### config.mk
export PLATFORM = sky130hd
export DESIGN_NAME = vmem_eew_decode
export DESIGN_NICKNAME = d
export VERILOG_FILES = /design/src/rtl/vmem_eew_decode.sv
export SDC_FILE = /design/constraint.sdc
export NUM_CORES = 1
export LEC_CHECK = 0
export ABC_AREA = 1
export BUFFER_PORTS_ARGS = -buffer_cell sky130_fd_sc_hd__buf_2
export CORE_ASPECT_RATIO = 1.2
export CORE_MARGIN = 3
export CORE_UTILIZATION = 46
export CTS_CLUSTER_DIAMETER = 120
export DETAILED_ROUTE_END_ITERATION = 8
export GPL_ROUTABILITY_DRIVEN = 1
export PLACE_DENSITY = 0.75
export SETUP_SLACK_MARGIN = 0.15
export SLEW_MARGIN = 20
export SYNTH_ARGS = -nofsm -noshare
export SYNTH_HDL_FRONTEND = slang
export SYNTH_SLANG_ARGS = --single-unit
### constraint.sdc
create_clock -name clk -period 3.75 [get_ports clk]
set_clock_uncertainty 0.2 [all_clocks]
set_input_delay 0.75 -clock clk [delete_from_list [all_inputs] [get_ports clk]]
set_output_delay 0.75 -clock clk [all_outputs]
set_load 0.02 [all_outputs]
### src/rtl/vmem_eew_decode.sv
module vmem_eew_decode #(
  parameter int ELEN = 64,
  parameter int NREG = 32
) (
  input  logic                    clk,
  input  logic                    rst_n,
  input  logic                    in_valid,
  input  logic [1:0]              in_width,
  input  logic                    in_indexed,
  input  logic [1:0]              in_sew,
  input  logic [2:0]              in_lmul,
  input  logic [$clog2(NREG)-1:0] in_vd,
  input  logic [$clog2(NREG)-1:0] in_vidx,
  output logic                    out_valid,
  output logic [1:0]              out_data_eew,
  output logic [1:0]              out_idx_eew,
  output logic [3:0]              out_data_emul,
  output logic [3:0]              out_idx_emul,
  output logic [3:0]              out_data_grp,
  output logic [3:0]              out_idx_grp,
  output logic                    out_illegal,
  output logic                    out_misalign
);
  localparam int RW   = $clog2(NREG);
  localparam int ELOG = $clog2(ELEN) - 3;

  logic signed [4:0] sew_s, lmul_s, deew_s, ieew_s, demul_s, iemul_s;
  logic              lmul_rsv, eew_bad, ill;
  logic [3:0]        dgrp, igrp;
  logic              mis;

  function automatic logic emul_bad(input logic signed [4:0] v);
    return (v < -5'sd3) || (v > 5'sd3);
  endfunction

  function automatic logic [3:0] grp_of(input logic signed [4:0] v);
    return (v <= 5'sd0) ? 4'd1 : (4'd1 << v[1:0]);
  endfunction

  assign sew_s   = {3'b000, in_sew};
  assign lmul_s  = {{2{in_lmul[2]}}, in_lmul};
  assign deew_s  = (!in_indexed && in_width != 2'b11) ? {3'b000, in_width} : sew_s;
  assign ieew_s  = in_indexed ? {3'b000, in_width} : 5'sd0;
  assign demul_s = in_indexed ? lmul_s : deew_s - sew_s + lmul_s;
  assign iemul_s = in_indexed ? ieew_s - sew_s + lmul_s : 5'sd0;

  assign lmul_rsv = (in_lmul == 3'b100);
  assign eew_bad  = (int'(in_sew) > ELOG) ||
                    (int'(deew_s[1:0]) > ELOG) ||
                    (in_indexed && (int'(in_width) > ELOG));
  assign ill      = lmul_rsv || emul_bad(demul_s) ||
                    (in_indexed && emul_bad(iemul_s)) || eew_bad;

  assign dgrp = ill ? 4'd0 : grp_of(demul_s);
  assign igrp = (ill || !in_indexed) ? 4'd0 : grp_of(iemul_s);
  assign mis  = !ill &&
                (((in_vd & RW'(dgrp - 4'd1)) != '0) ||
                 (in_indexed && ((in_vidx & RW'(igrp - 4'd1)) != '0)));

  always_ff @(posedge clk) begin
    if (!rst_n) begin
      out_valid     <= 1'b0;
      out_data_eew  <= '0;
      out_idx_eew   <= '0;
      out_data_emul <= '0;
      out_idx_emul  <= '0;
      out_data_grp  <= '0;
      out_idx_grp   <= '0;
      out_illegal   <= 1'b0;
      out_misalign  <= 1'b0;
    end else begin
      out_valid <= in_valid;
      if (in_valid) begin
        out_data_eew  <= deew_s[1:0];
        out_idx_eew   <= ieew_s[1:0];
        out_data_emul <= demul_s[3:0];
        out_idx_emul  <= iemul_s[3:0];
        out_data_grp  <= dgrp;
        out_idx_grp   <= igrp;
        out_illegal   <= ill;
        out_misalign  <= mis;
      end
    end
  end

  AST_VALID_FOLLOWS: assert property (@(posedge clk) disable iff (!rst_n)
    in_valid |=> out_valid);
  AST_NO_SPURIOUS_VALID: assert property (@(posedge clk) disable iff (!rst_n)
    !in_valid |=> !out_valid);
  AST_HOLD_RESULT: assert property (@(posedge clk) disable iff (!rst_n)
    !in_valid |=> $stable({out_data_eew, out_idx_eew, out_data_emul, out_idx_emul,
                           out_data_grp, out_idx_grp, out_illegal, out_misalign}));
  AST_LEGAL_EMUL_RANGE: assert property (@(posedge clk) disable iff (!rst_n)
    (out_valid && !out_illegal) |->
      ($signed(out_data_emul) >= -4'sd3 && $signed(out_data_emul) <= 4'sd3));
  AST_GRP_POW2: assert property (@(posedge clk) disable iff (!rst_n)
    (out_valid && !out_illegal) |-> $onehot(out_data_grp));
  AST_ILLEGAL_NO_GRP: assert property (@(posedge clk) disable iff (!rst_n)
    (out_valid && out_illegal) |-> (out_data_grp == 4'd0 && out_idx_grp == 4'd0));
  AST_MISALIGN_LEGAL_ONLY: assert property (@(posedge clk) disable iff (!rst_n)
    out_misalign |-> !out_illegal);
endmodule

# Word-level counts from Yosys, hierarchy flattened
# Index checks and enable logic that the tools add are counted.
dict set report totals {
  regBits 23
  wordCells 49
  inputBits 21
  out_inout_bits 23
}
dict set report op_classes {
  reduce_logical 14
  magnitude_cmp 6
  n_mux 8
  n_shift 2
  add_sub_neg 6
  bitwise_logic 2
  n_eq_ne 2
}
# operator count
set ops {}
lappend ops {{$mux W4} 4}
lappend ops {{$and A5 B5 Y5} 2}
lappend ops {{$gt A5 B3 Y1 const B} 2}
lappend ops {{$le A5 B1 Y1 const B} 2}
lappend ops {{$lt A5 B3 Y1 const B} 2}
lappend ops {{$mux W5} 2}
lappend ops {{$reduce_bool A5 Y1} 2}
lappend ops {{$sub A4 B1 Y5 const B} 2}
lappend ops {{$add A3 B3 Y4} 2}
lappend ops {{$shl A1 B2 Y4 const A} 2}
lappend ops {{$logic_or A1 B1 Y1} 6}
lappend ops {{$sub A2 B2 Y3} 2}
lappend ops {{$logic_and A1 B1 Y1} 4}
lappend ops {{$mux W2} 2}
lappend ops {{$eq A3 B3 Y1 const B} 1}
lappend ops {{$logic_not A1 Y1} 2}
lappend ops {{$ne A2 B2 Y1 const B} 1}

# Logic depth before layout (Yosys ltp)
dict set report depth {
  depth_word 18
  ltp_mapped 27
}

# Least setup slack after synthesis
# Ideal clock, no wire load.
dict set report synth_path {
  path_type {input to register}
  startpoint {in in_indexed}
  endpoint {reg out_misalign}
  n_path_buf 2
  t_arrival_ps 3691
  setup_ps 112
  setup_slack_ps -253
  stages 22
  cell_sequence {buf_6 clkbuf_8 nand2_1 ha_1 fa_1 inv_1 fa_1 nand2_2 nand2_2 inv_1 nor2_2 o21ai_2 nor2_4 nand4_1 ha_1 nor2_1 a21oi_2 nand4_1 nand2_1 nand2_1 nand2_1 nand2_1}
}
dict set report synth_via {
  elab_chain_cells 18
  word_cells_on_any_way 38
  classes_between {add/sub (6); order compare (6); shift (2); mux (8); bitwise (2); reduce/logical (14)}
}
# element line_no
set synth_rtl {}
lappend synth_rtl {{from (decl)} 9} ;# input logic in_indexed,
lappend synth_rtl {{$logic_not A1 Y1} {42, 55}}
lappend synth_rtl {{$logic_and A1 B1 Y1} 42} ;# assign deew_s = (!in_indexed && in_width != 2'b11) ? {3'b000, in_width} : sew_s;
lappend synth_rtl {{$mux W2} 42}
lappend synth_rtl {{$sub A2 B2 Y3} 44} ;# assign demul_s = in_indexed ? lmul_s : deew_s - sew_s + lmul_s;
lappend synth_rtl {{$add A3 B3 Y4} 44}
lappend synth_rtl {{$mux W5} 44}
lappend synth_rtl {{$lt A5 B3 Y1 / $gt A5 B3 Y1 (equally long branches)} 33} ;# return (v < -5'sd3) || (v > 5'sd3);
lappend synth_rtl {{$logic_or A1 B1 Y1} 33}
lappend synth_rtl {{$logic_or A1 B1 Y1 (2 in series)} 51} ;# assign ill = lmul_rsv || emul_bad(demul_s) ||
lappend synth_rtl {{$logic_or A1 B1 Y1} 55} ;# assign igrp = (ill || !in_indexed) ? 4'd0 : grp_of(iemul_s);
lappend synth_rtl {{$mux W4} 55}
lappend synth_rtl {{$sub A4 B1 Y5} 58} ;# (in_indexed && ((in_vidx & RW'(igrp - 4'd1)) != '0)));
lappend synth_rtl {{$and A5 B5 Y5} 58}
lappend synth_rtl {{$reduce_bool A5 Y1} 58}
lappend synth_rtl {{$logic_and A1 B1 Y1} 58}
lappend synth_rtl {{$logic_or A1 B1 Y1} 57} ;# (((in_vd & RW'(dgrp - 4'd1)) != '0) ||
lappend synth_rtl {{$logic_and A1 B1 Y1 *} 56} ;# assign mis = !ill &&
lappend synth_rtl {{to (signal assigned)} 81} ;# out_misalign <= mis;
lappend synth_rtl {{to (decl)} 22} ;# output logic out_misalign
# Mark *: on every way between the ends. The rest lies on a longest branch, timed or not.
# A chain may end at the register's enable or synchronous reset.

# Worst setup path in the final report
dict set report layout_path {
  startpoint {in in_width[1]}
  endpoint {reg out_misalign}
}
dict set report layout_via {
  elab_chain_cells 18
  word_cells_on_any_way 38
  classes_between {add/sub (6); order compare (6); eq/ne (1); shift (2); mux (8); bitwise (2); reduce/logical (13)}
}
# element line_no
set layout_rtl {}
lappend layout_rtl {{from (decl)} 8} ;# input logic [1:0] in_width,
lappend layout_rtl {{$ne A2 B2 Y1} 42}
lappend layout_rtl {{$logic_and A1 B1 Y1} 42}
lappend layout_rtl {{$mux W2} 42}
lappend layout_rtl {{$sub A2 B2 Y3} 44}
lappend layout_rtl {{$add A3 B3 Y4} 44}
lappend layout_rtl {{$mux W5} 44}
lappend layout_rtl {{$lt A5 B3 Y1 / $gt A5 B3 Y1 (equally long branches)} 33}
lappend layout_rtl {{$logic_or A1 B1 Y1} 33}
lappend layout_rtl {{$logic_or A1 B1 Y1 (2 in series)} 51}
lappend layout_rtl {{$logic_or A1 B1 Y1} 55}
lappend layout_rtl {{$mux W4} 55}
lappend layout_rtl {{$sub A4 B1 Y5} 58}
lappend layout_rtl {{$and A5 B5 Y5} 58}
lappend layout_rtl {{$reduce_bool A5 Y1} 58}
lappend layout_rtl {{$logic_and A1 B1 Y1} 58}
lappend layout_rtl {{$logic_or A1 B1 Y1} 57}
lappend layout_rtl {{$logic_and A1 B1 Y1 *} 56}
# Marks and branches as above.

==> results_dict.tcl <==
set metrics [dict create \
    status "completed" \
    area_growth_pct 41.7 \
    grt_pass1_wl_um 6350 \
    drcViolationCount 0 \
    vias_per_cell 4.96 \
    layout_common_cells "nand2_1 (52), buf_2 (40), buf_4 (34)" \
    htreeDepth 1 \
    routabilityCongestion 0.763 \
    worst-setup-path-type "in2reg" \
    fmax_mhz 273 \
    worst_ep_arrival_time_ns 3.69 \
    hold_viol_final 0 \
    comb_power_share 0.478 \
    p_total_uw 732 \
    slew-limit-headroom 0.525 \
    final-instance-count-excl-fill 311 \
    ir_drop_v 0.000241 \
    crit_fanout 3 \
    cts_tree "done" \
    synth_edf_count 0 \
    max-cap-violations 0 \
    p_per_area_nw_per_um2 355 \
    p_leak_nw 1.10 \
    rows 21 \
    ys_ff_latch 23 \
    numCtsBuffers 3 \
    cts_num_sinks 23 \
    drtIter0Drc 40 \
    avgSynthCellArea_um2 7.27 \
    grt_pass1_vias 1501 \
    layout_min_cycle_time_ns 3.66 \
    track_usage 0.205 \
    die_x_um 57.3 \
    antenna_found_initial 0 \
    final_net_count 313 \
    ys.flop_type "dfxtp_1" \
    drt-total-wl_um 3840 \
    startpoint_type "input pin" \
    ys_seq_area_frac 0.317 \
    endpoint_kind "flop" \
    dpl.cell_count 297 \
    place_ws_ns -0.322 \
    fin_util 0.706 \
    dr.pass1.iters 4 \
    post_drt_wl_per_cell_um 12.3 \
    clk_pin_slew_ns 0.13 \
    final_common_cell "nand2_1" \
    clockPowerShare 0.157 \
    die_area_um2 3870 \
    netlist_top_cells_area "dfxtp_1 (32%), nand2_1 (14%), ha_1 (8.6%)" \
    finalSetupViolations 0 \
    whs_ns 0.255 \
    cts-root-buf "clkbuf_4" \
    ant_nets 0 \
    rsz0062_at_grt "true" \
    clk_latency_ns 0.30 \
    grt_start_max_net_pins 20 \
    cts.path.max_buffers 2 \
    core-area_um2 2920 \
    placed_cell_area_um2 1860 \
    hold_class "reg2reg" \
    async_reset_ff_frac 0 \
    portBuffers 43 \
    die_h_um 67.6 \
    fin_setup_tns_ns 0 \
    vias 1544 \
    antenna_cells 0 \
    syn_area_um2 1450 \
    drive_gt1_frac 0.415 \
    hold_depth 2 \
    slew_violations 0 \
    fin_area_um2 2060 \
    yosysUniqueCellTypes 26 \
    top_level_ports 44 \
    dpl.hpwl_um 2920 \
    cp.required_ns 3.77 \
    fin_ws_ns 0.0876 \
    start_util 0.498 \
    r2r_cells 2 \
    fin_crit_sh 0.977 \
    netlist.area_leader.share 0.317 \
    ctsHoldBuffers 0 \
    synthCells 200 \
    switching_power_uw 267 \
    worstMarginPinSlew_ns 0.710 \
    syn_nets 235 \
    swShare 0.365 \
    yosys.area.top_type "dfxtp_1" \
    seqPwrFrac 0.366 \
    ys.warnings.count 0 \
    grt-ovfl-total 0 \
    intPower_uw 465 \
]
-- Yosys cell counts, types with 2 or more instances --
master	number
nand3_2	2
o21ai_0	19
nand2_2	7
fa_1	4
nand4_1	7
nor2_2	3
ha_1	10
nor2_1	13
nand2_1	54
clkbuf_1	3
inv_1	25
o22ai_1	2
a21oi_2	2
a21oi_1	4
o21ai_2	3
dfxtp_1	23
nand3_1	9
a22o_1	2
-- timing repair --
item                                    in CTS  in global routing
buffers inserted                             7                  3
gates resized for setup                     14                 11
pin swaps                                   11                 12
cloned                                       0                  0
hold endpoints to repair                     0                  0
endpoints found under the setup margin       1                  2
-- power groups by stage --
| stage | Sequential [mW] | Combinational, mW | Clock [mW] |
|---|---|---|---|
| after global placement | 0.273 | 0.294 | 0 |
| after detailed placement | 0.273 | 0.302 | 0 |
| after CTS | 0.268 | 0.329 | 0.117 |
| after global routing | 0.270 | 0.389 | 0.126 |
| final | 0.268 | 0.350 | 0.115 |
| after floorplan | 0.292 | 0.164 | 0 |
-- flip-flops by register name (all words and copies together), names as in the netlist --
name           count
out_data_emul      4
out_valid          1
out_idx_emul       4
out_idx_eew        2
out_data_eew       2
out_data_grp       4
out_illegal        1
out_misalign       1
out_idx_grp        4
-- path summary, 6_finish.rpt --
path,from,end,slack [ns]
max,in_width[1],out_misalign,0.09
min,out_misalign,out_misalign,0.25
max reg2reg,out_idx_grp[2],out_idx_grp[2],2.88
min reg2reg,out_misalign,out_misalign,0.25
-- cell families after synthesis --
group	Yosys count	synth area share
AOI/OAI and AO/OA	34	0.139
adders and majority gates	14	0.141
and+or+nand+nor	98	0.312
DFF	23	0.317
buffers and inverters	31	0.0921
-- per-layer routing --
metal | vias up | track usage | share of wire
met5 | - | 0 | 0
met4 | 0 | 0.0754 | 0.023
met3 | 10 | 0.0172 | 0.031
met2 | 34 | 0.381 | 0.53
met1 | 695 | 0.243 | 0.41
li1 | 805 | - | -
-- layout make-up --
| cell class | count | area (um2) |
|---|---|---|
| Inverter | 26 | 97.6 |
| Tap cell | 34 | 42.5 |
| Timing Repair Buffer | 78 | 508 |
| Clock inverter | 1 | 5.00 |
| Fill cell | 267 | 857 |
| Clock buffer | 3 | 22.5 |
| Sequential cell | 23 | 460 |
| Multi-Input combinational cell | 146 | 923 |
-- worst max-delay path, stage by stage --
cell and delay, ns:
buf_8 0.10, nor2_4 0.10, o22ai_2 0.08, ha_2 0.18
fa_1 0.52, fa_2 0.46, nand2_2 0.08, o21ai_2 0.06
nand2_2 0.07, nand2_2 0.05, nand2_2 0.07, nand3_2 0.08
nor2_4 0.12, nand4_1 0.19, ha_4 0.32, nor2_2 0.03
a21oi_2 0.09, nand4_1 0.09, nand2_1 0.08, nand2_1 0.05
nand2_1 0.05, nand2_1 0.05
No activity file was read; power rests on OpenSTA's default activity.
